`config.mk`:
```
export PLATFORM = sky130hd
export DESIGN_NAME = tbl_ptr_unit
export DESIGN_NICKNAME = d
export VERILOG_FILES = /design/src/rtl/tbl_ptr_pkg.sv /design/src/rtl/tbl_ptr_reg.sv /design/src/rtl/tbl_rd_ctrl.sv /design/src/rtl/tbl_nib_sel.sv /design/src/rtl/tbl_ptr_unit.sv
export SDC_FILE = /design/constraint.sdc
export NUM_CORES = 1
export LEC_CHECK = 0
export CORE_MARGIN = 1
export CORE_UTILIZATION = 47
export CTS_BUF_LIST = sky130_fd_sc_hd__clkbuf_4
export CTS_CLUSTER_DIAMETER = 50
export CTS_CLUSTER_SIZE = 28
export DETAILED_ROUTE_END_ITERATION = 6
export PLACE_DENSITY = 0.87
export SLEW_MARGIN = 10
export SYNTH_ARGS = -nofsm -noshare
export SYNTH_HDL_FRONTEND = slang
export SYNTH_SLANG_ARGS = --single-unit
```
`constraint.sdc`:
```
create_clock -name clk -period 4.1 [get_ports clk]
set_input_delay 0.615 -clock clk [delete_from_list [all_inputs] [get_ports clk]]
set_output_delay 0.615 -clock clk [all_outputs]
set_load 0.005 [all_outputs]
```
`src/rtl/tbl_ptr_pkg.sv`:
```
package tbl_ptr_pkg;

    localparam int unsigned DEF_NIB_W     = 4;
    localparam int unsigned DEF_PTR_W     = 12;
    localparam int unsigned DEF_ROM_WORDS = 3072;

    typedef enum logic [1:0] {
        RD_NONE = 2'd0,
        RD_LO   = 2'd1,
        RD_HI   = 2'd2
    } rd_kind_e;

    typedef struct packed {
        logic     vld;
        rd_kind_e kind;
        logic     oor;
    } rd_tag_t;

    function automatic logic in_rom(input int unsigned addr, input int unsigned words);
        return addr < words;
    endfunction

    function automatic rd_kind_e pick_kind(input logic lo, input logic hi);
        if (hi)      return RD_HI;
        else if (lo) return RD_LO;
        else         return RD_NONE;
    endfunction

endpackage

```
`src/rtl/tbl_ptr_reg.sv`:
```
module tbl_ptr_reg #(
    parameter int unsigned PTR_W = tbl_ptr_pkg::DEF_PTR_W,
    parameter int unsigned NIB_W = tbl_ptr_pkg::DEF_NIB_W,
    localparam int unsigned PARTS = PTR_W / NIB_W
) (
    input  logic             clk,
    input  logic             rst,
    input  logic [PARTS-1:0] wr_en_i,
    input  logic [NIB_W-1:0] wr_data_i,
    input  logic             inc_i,
    output logic [PTR_W-1:0] ptr_o
);

    logic [PTR_W-1:0] ptr_q;
    logic [PTR_W-1:0] ptr_inc;
    logic             any_wr;

    assign ptr_inc = ptr_q + PTR_W'(1);
    assign any_wr  = |wr_en_i;
    assign ptr_o   = ptr_q;

    for (genvar g = 0; g < PARTS; g++) begin : g_part
        always_ff @(posedge clk) begin
            if (rst)
                ptr_q[g*NIB_W +: NIB_W] <= '0;
            else if (wr_en_i[g])
                ptr_q[g*NIB_W +: NIB_W] <= wr_data_i;
            else if (inc_i && !any_wr)
                ptr_q[g*NIB_W +: NIB_W] <= ptr_inc[g*NIB_W +: NIB_W];
        end
    end

    p_hold_r3: assert property (@(posedge clk) disable iff (rst)
        (!inc_i && !any_wr) |=> $stable(ptr_q));
    p_step_r4: assert property (@(posedge clk) disable iff (rst)
        (inc_i && !any_wr) |=> ptr_q == PTR_W'($past(ptr_q) + PTR_W'(1)));
    p_low_part_r2: assert property (@(posedge clk) disable iff (rst)
        wr_en_i[0] |=> ptr_q[NIB_W-1:0] == $past(wr_data_i));
    p_write_wins_r7: assert property (@(posedge clk) disable iff (rst)
        (inc_i && !wr_en_i[0] && any_wr) |=> ptr_q[NIB_W-1:0] == $past(ptr_q[NIB_W-1:0]));

endmodule

```
`src/rtl/tbl_rd_ctrl.sv`:
```
module tbl_rd_ctrl
    import tbl_ptr_pkg::*;
#(
    parameter int unsigned PTR_W     = DEF_PTR_W,
    parameter int unsigned ROM_WORDS = DEF_ROM_WORDS
) (
    input  logic             clk,
    input  logic             rst,
    input  logic             rd_lo_i,
    input  logic             rd_hi_i,
    input  logic [PTR_W-1:0] ptr_i,
    output logic             rom_rd_o,
    output logic             inc_o,
    output rd_tag_t          tag_o
);

    rd_kind_e kind;
    logic     oor;
    rd_tag_t  tag_q;

    assign kind     = pick_kind(rd_lo_i, rd_hi_i);
    assign oor      = !in_rom(32'(ptr_i), ROM_WORDS);
    assign rom_rd_o = (kind != RD_NONE) && !oor;
    assign inc_o    = (kind == RD_HI);
    assign tag_o    = tag_q;

    always_ff @(posedge clk) begin
        if (rst) begin
            tag_q <= '{vld: 1'b0, kind: RD_NONE, oor: 1'b0};
        end else begin
            tag_q.vld  <= (kind != RD_NONE);
            tag_q.kind <= kind;
            tag_q.oor  <= oor;
        end
    end

    p_no_empty_fetch_r6: assert property (@(posedge clk) disable iff (rst)
        (32'(ptr_i) >= ROM_WORDS) |-> !rom_rd_o);
    p_hi_priority_r8: assert property (@(posedge clk) disable iff (rst)
        (rd_lo_i && rd_hi_i) |=> tag_q.kind == RD_HI);

endmodule

```
`src/rtl/tbl_nib_sel.sv`:
```
module tbl_nib_sel
    import tbl_ptr_pkg::*;
#(
    parameter int unsigned NIB_W = DEF_NIB_W,
    localparam int unsigned WORD_W = 2 * NIB_W
) (
    input  rd_tag_t           tag_i,
    input  logic [WORD_W-1:0] rom_data_i,
    output logic [NIB_W-1:0]  nib_o,
    output logic              vld_o
);

    always_comb begin
        nib_o = '0;
        if (tag_i.vld && !tag_i.oor) begin
            if (tag_i.kind == RD_HI)
                nib_o = rom_data_i[WORD_W-1:NIB_W];
            else
                nib_o = rom_data_i[NIB_W-1:0];
        end
    end

    assign vld_o = tag_i.vld;

endmodule

```
`src/rtl/tbl_ptr_unit.sv`:
```
module tbl_ptr_unit
    import tbl_ptr_pkg::*;
#(
    parameter int unsigned PTR_W     = DEF_PTR_W,
    parameter int unsigned NIB_W     = DEF_NIB_W,
    parameter int unsigned ROM_WORDS = DEF_ROM_WORDS,
    localparam int unsigned PARTS    = PTR_W / NIB_W,
    localparam int unsigned WORD_W   = 2 * NIB_W
) (
    input  logic              clk,
    input  logic              rst,
    input  logic [PARTS-1:0]  wr_en_i,
    input  logic [NIB_W-1:0]  wr_data_i,
    input  logic              rd_lo_i,
    input  logic              rd_hi_i,
    output logic [PTR_W-1:0]  rom_addr_o,
    output logic              rom_rd_o,
    input  logic [WORD_W-1:0] rom_data_i,
    output logic [NIB_W-1:0]  nib_o,
    output logic              nib_vld_o
);

    logic    inc;
    rd_tag_t tag;

    tbl_ptr_reg #(.PTR_W(PTR_W), .NIB_W(NIB_W)) u_ptr (
        .clk       (clk),
        .rst       (rst),
        .wr_en_i   (wr_en_i),
        .wr_data_i (wr_data_i),
        .inc_i     (inc),
        .ptr_o     (rom_addr_o)
    );

    tbl_rd_ctrl #(.PTR_W(PTR_W), .ROM_WORDS(ROM_WORDS)) u_ctrl (
        .clk      (clk),
        .rst      (rst),
        .rd_lo_i  (rd_lo_i),
        .rd_hi_i  (rd_hi_i),
        .ptr_i    (rom_addr_o),
        .rom_rd_o (rom_rd_o),
        .inc_o    (inc),
        .tag_o    (tag)
    );

    tbl_nib_sel #(.NIB_W(NIB_W)) u_sel (
        .tag_i      (tag),
        .rom_data_i (rom_data_i),
        .nib_o      (nib_o),
        .vld_o      (nib_vld_o)
    );

    p_vld_follows_r9: assert property (@(posedge clk) disable iff (rst)
        (rd_lo_i || rd_hi_i) |=> nib_vld_o);
    p_vld_idle_r9: assert property (@(posedge clk) disable iff (rst)
        !(rd_lo_i || rd_hi_i) |=> !nib_vld_o);
    p_quiet_r9: assert property (@(posedge clk) disable iff (rst)
        !nib_vld_o |-> nib_o == '0);
    p_reset_r1: assert property (@(posedge clk)
        rst |=> rom_addr_o == '0 && !nib_vld_o);

endmodule

```
==> results.md <==
Flow run:
- The number of maximum-capacitance violations is 0.

Detailed routing:
- The remaining routing DRC violations is 0.
- For this block, the initial DRC count from the detailed router was 17.
- The vias per cell is 5.40.
- Across all layers, the routed design uses 891 vias.
- The routed design has 2230 um of wire.
- In this run the remaining antenna-violating nets after routing total 0.
- The routed length per instance is 13.5 um.
- The number of detailed-route iterations in the first pass is 4.

Floorplanning:
- For this configuration, the core starts out at a cell density of 51.0%.
- The floorplan step set the die height to 45.8 um.
- In this run the standard cell core region covers 1760 um2.
- The floorplan has 15 rows.
- The number of top-level pins is 37.
- The die area is 2090 um2.
- The horizontal die dimension is 45.8 um.

Clock tree:
- The count of H-tree levels built during CTS is 1.
- The clock transition time at the flip-flop clock pins of the worst setup and hold paths is 90 ps.
- Buffers added to address setup during post-CTS repair amount to 0.
- The clock sink count is 16.
- The clock tree from TritonCTS is done.
- The clock insertion delay at the later pin of the skew report is 290 ps.
- The number of gates resized after CTS is 0.
- In this run, post-CTS hold repair placed 0 buffers.
- CTS placed an instance of clkbuf_4 at the clock tree root.
- Clock tree synthesis inserted a total of 3 buffers.
- The clock passes through at most 2 buffers.

Timing:
- For the pin with the worst max-slew slack, the measured transition is 621 ps.
- Setup violations remaining at the end of the flow were counted as 0.
- The portion of the clock cycle consumed by the worst path in the final layout is 60.6%.
- The final-layout setup total negative slack is 0 ps.
- Counting I/O delays and the setup requirement, the final critical path takes 2490 ps.
- The maximum frequency from static timing analysis is 402 MHz.
- In this run the tightest slew margin relative to its limit is 58.5%.
- The final count of hold timing violations is 0.
- The largest clock skew in the final design is 1.78 ps.
- The final count of pins violating max slew was 0.
- Setup repair after global routing left no endpoint under its margin.

Logic synthesis:
- The total standard cell area after synthesis is 900 um2.
- Summed over its instances, the top area cell type makes up 35.6% of the synthesized netlist area.
- The largest area contributor in the synthesized netlist is dfxtp_1.
- After synthesis, the cell types taking the most area are dfxtp_1, mux2i_1, nor2_1, a211oi_1, nand4_1.
- The net count of the mapped netlist is 123.
- The average cell area after synthesis is 8.73 um2.
- Synthesis inferred 16 register bits.
- The number of warning messages in the yosys log is 0.
- Sequential cells were found to cover 35.6% of the synthesized design area.
- The number of different library cells in the post-synthesis netlist is 30.
- The number of standard cells after synthesis is 103.

Setup path:
- Setup slack on the worst reg-to-reg path comes out at 2540 ps.
- The launching element type of the critical path is an input port.
- The endpoint identified for the worst register-to-register timing path is u_ptr.ptr_o[8].
- Walking the worst path, the cells encountered are clkdlybuf4s50_1 -> nor2_1 -> a21oi_1 -> clkdlybuf4s50_1.
- The data required time at the worst endpoint is 3480 ps.
- On the worst path, the slowest cell contributes a delay of 550 ps.
- The most numerous cell type found on the critical path is clkdlybuf4s50_1.
- At the worst endpoint, the arrival time is 1870 ps.
- For this design, the slowest cell found on the critical path is clkdlybuf4s50_1.
- The number of cells on the worst reg-to-reg path is 5.
- The type of the setup path with the least slack is input port to primary output.
- The buffer and inverter count on the worst path is 2.
- The largest fanout on the critical path is 6.
- The category of the worst setup path capture point is a primary output.
- In this run the worst setup path terminates at rom_rd_o.
- The critical path runs through a total of 4 cells.
- In this run the critical register-to-register path is launched from u_ptr.ptr_o[0].
- The cell type group with the largest total delay on the critical path is buffers and inverters.
- The most critical setup path has its startpoint at rd_hi_i.

Global routing:
- The number of antenna violations at the first check in global routing is 0.
- For this run, the total global-route usage over all layers was measured as 22.7%.
- The pin count of the biggest net entering global routing is 17.
- The via count of the first global-routing pass is 766.
- The total congestion overflow after global routing is 0.
- The first global-routing pass estimated 3410 um of wire.

Pwr:
- The cell leakage power is 0.501 nW.
- Across the VDD grid, the largest voltage drop is 0.179 mV.
- The power density over cell area is 263 nW/um2.

Finish:
- The utilization of the core after routing is 73.6%.
- In the final design database the tool counted 161 nets.
- The share of post-route cells with drive strength above 1 is 5.00%.
- The most common cell after layout, fill and taps aside is clkdlybuf4s50_1.
- The number of antenna diodes in the final layout is 0.
- The top cell types in the final layout, fill and taps aside, are clkdlybuf4s50_1, dfxtp_1, nor2_1.
- The area growth from synthesis to layout is 44.4%.

Place:
- The post-detailed-placement half-perimeter wirelength is 1720 um.
- Routability-driven placement finished with a final weighted congestion of 0.866.
- The count of buffers from port buffering is 36.

Hold path:
- The path class of the tightest hold or removal check is flop to flop.
- In this run the most critical hold path is launched from u_ptr.ptr_o[11].

Run status:
- The flow ran to the end, and the final reports show no timing, DRC or antenna violations.
## registers in the layout, indices dropped and copies added, names as in the netlist
signal	flops
u_ptr.ptr_o	12
u_ctrl.tag_o	4
## how the worst min path moves through the flow
stage                                 end  slack [ps]  depth (start not counted)
after detailed placement  u_ctrl.tag_o[0]         470                          2
after global placement    u_ctrl.tag_o[0]         460                          2
after CTS                 u_ctrl.tag_o[0]         480                          2
after global routing      u_ctrl.tag_o[0]         520                          2
after floorplan           u_ctrl.tag_o[0]         460                          2
final                     u_ctrl.tag_o[0]         480                          2
## kinds of logic (layout without fill, tap and decap cells)
logic type                 count (synthesis)  in the layout  synth area share [%]
AOI/OAI and AO/OA                         17             17                  12.5
adders and majority gates                  1              1                  1.39
xor gates and xnor gates                   6              6                  5.84
and+or+nand+nor                           47             47                  30.7
buffers and inverters                      8             45                  4.17
DFF                                       16             16                  35.6
muxes                                      8              8                  9.74
## synthesized netlist by cell type
library cell,number
xor2_1,5
mux2i_1,5
ha_1,1
o21ai_0,1
inv_1,5
and3_1,1
and4b_1,1
and4bb_1,1
and4_1,2
nor3b_2,1
mux2_4,1
clkbuf_1,2
a21o_1,2
buf_6,1
mux2_1,2
a21oi_1,6
nor3b_4,1
a21oi_2,1
nand2_1,7
o31a_1,1
xnor2_1,1
a211oi_1,6
nand3_1,2
nand4_1,7
nand2b_1,4
nor2_1,13
dfxtp_1,16
and2_1,2
nor3b_1,1
nor2b_1,4
## report_power, final
part	total, W	internal (W)	leakage (nW)	switching [W]
clock	0.0000862	0.0000354	0.0154	0.0000508
sequential	0.000175	0.000165	0.133	0.0000105
combinational	0.0000803	0.0000497	0.353	0.0000305
## cell type report
class                           instances  area [um2]
Tap cell                               25        31.3
Inverter                                5        18.8
Clock buffer                            3        22.5
Clock inverter                          1        3.75
Multi-Input combinational cell         79         542
Timing Repair Buffer                   36         360
Fill cell                             151         465
Sequential cell                        16         320
## per-stage QoR
stage / hold slack, ps / cells / total power, W / instance area [um2] / worst slack, ps
6_report: 477 / 165 / 0.000342 / 1300 / 1610
5_1_grt: 515 / 165 / 0.000358 / 1300 / 1530
4_1_cts: 480 / 165 / 0.000342 / 1300 / 1600
3_5_place_dp: 466 / 161 / 0.000259 / 1270 / 1600
3_3_place_gp: 461 / 161 / 0.000256 / 1270 / 1620
2_1_floorplan: 460 / 103 / 0.000209 / 900 / 2500
## worst register-to-register path, stage by stage (launching register included)
cell and delay [ps]:
dfxtp_1 430, ha_1 220, and4_1 260, nand4_1 120
mux2_1 330, a21oi_1 130
## layer usage
layer | routed length, um | GRT usage (%) | vias up | part of all wire (%)
met5 | 0 | 0 | - | 0
met4 | 38 | 8.82 | 0 | 1.7
met3 | 140 | 3.17 | 5 | 6.3
met2 | 1050 | 38.6 | 39 | 47
met1 | 1000 | 28.7 | 403 | 45
li1 | - | - | 444 | -
Power figures use the tool's default switching activity.
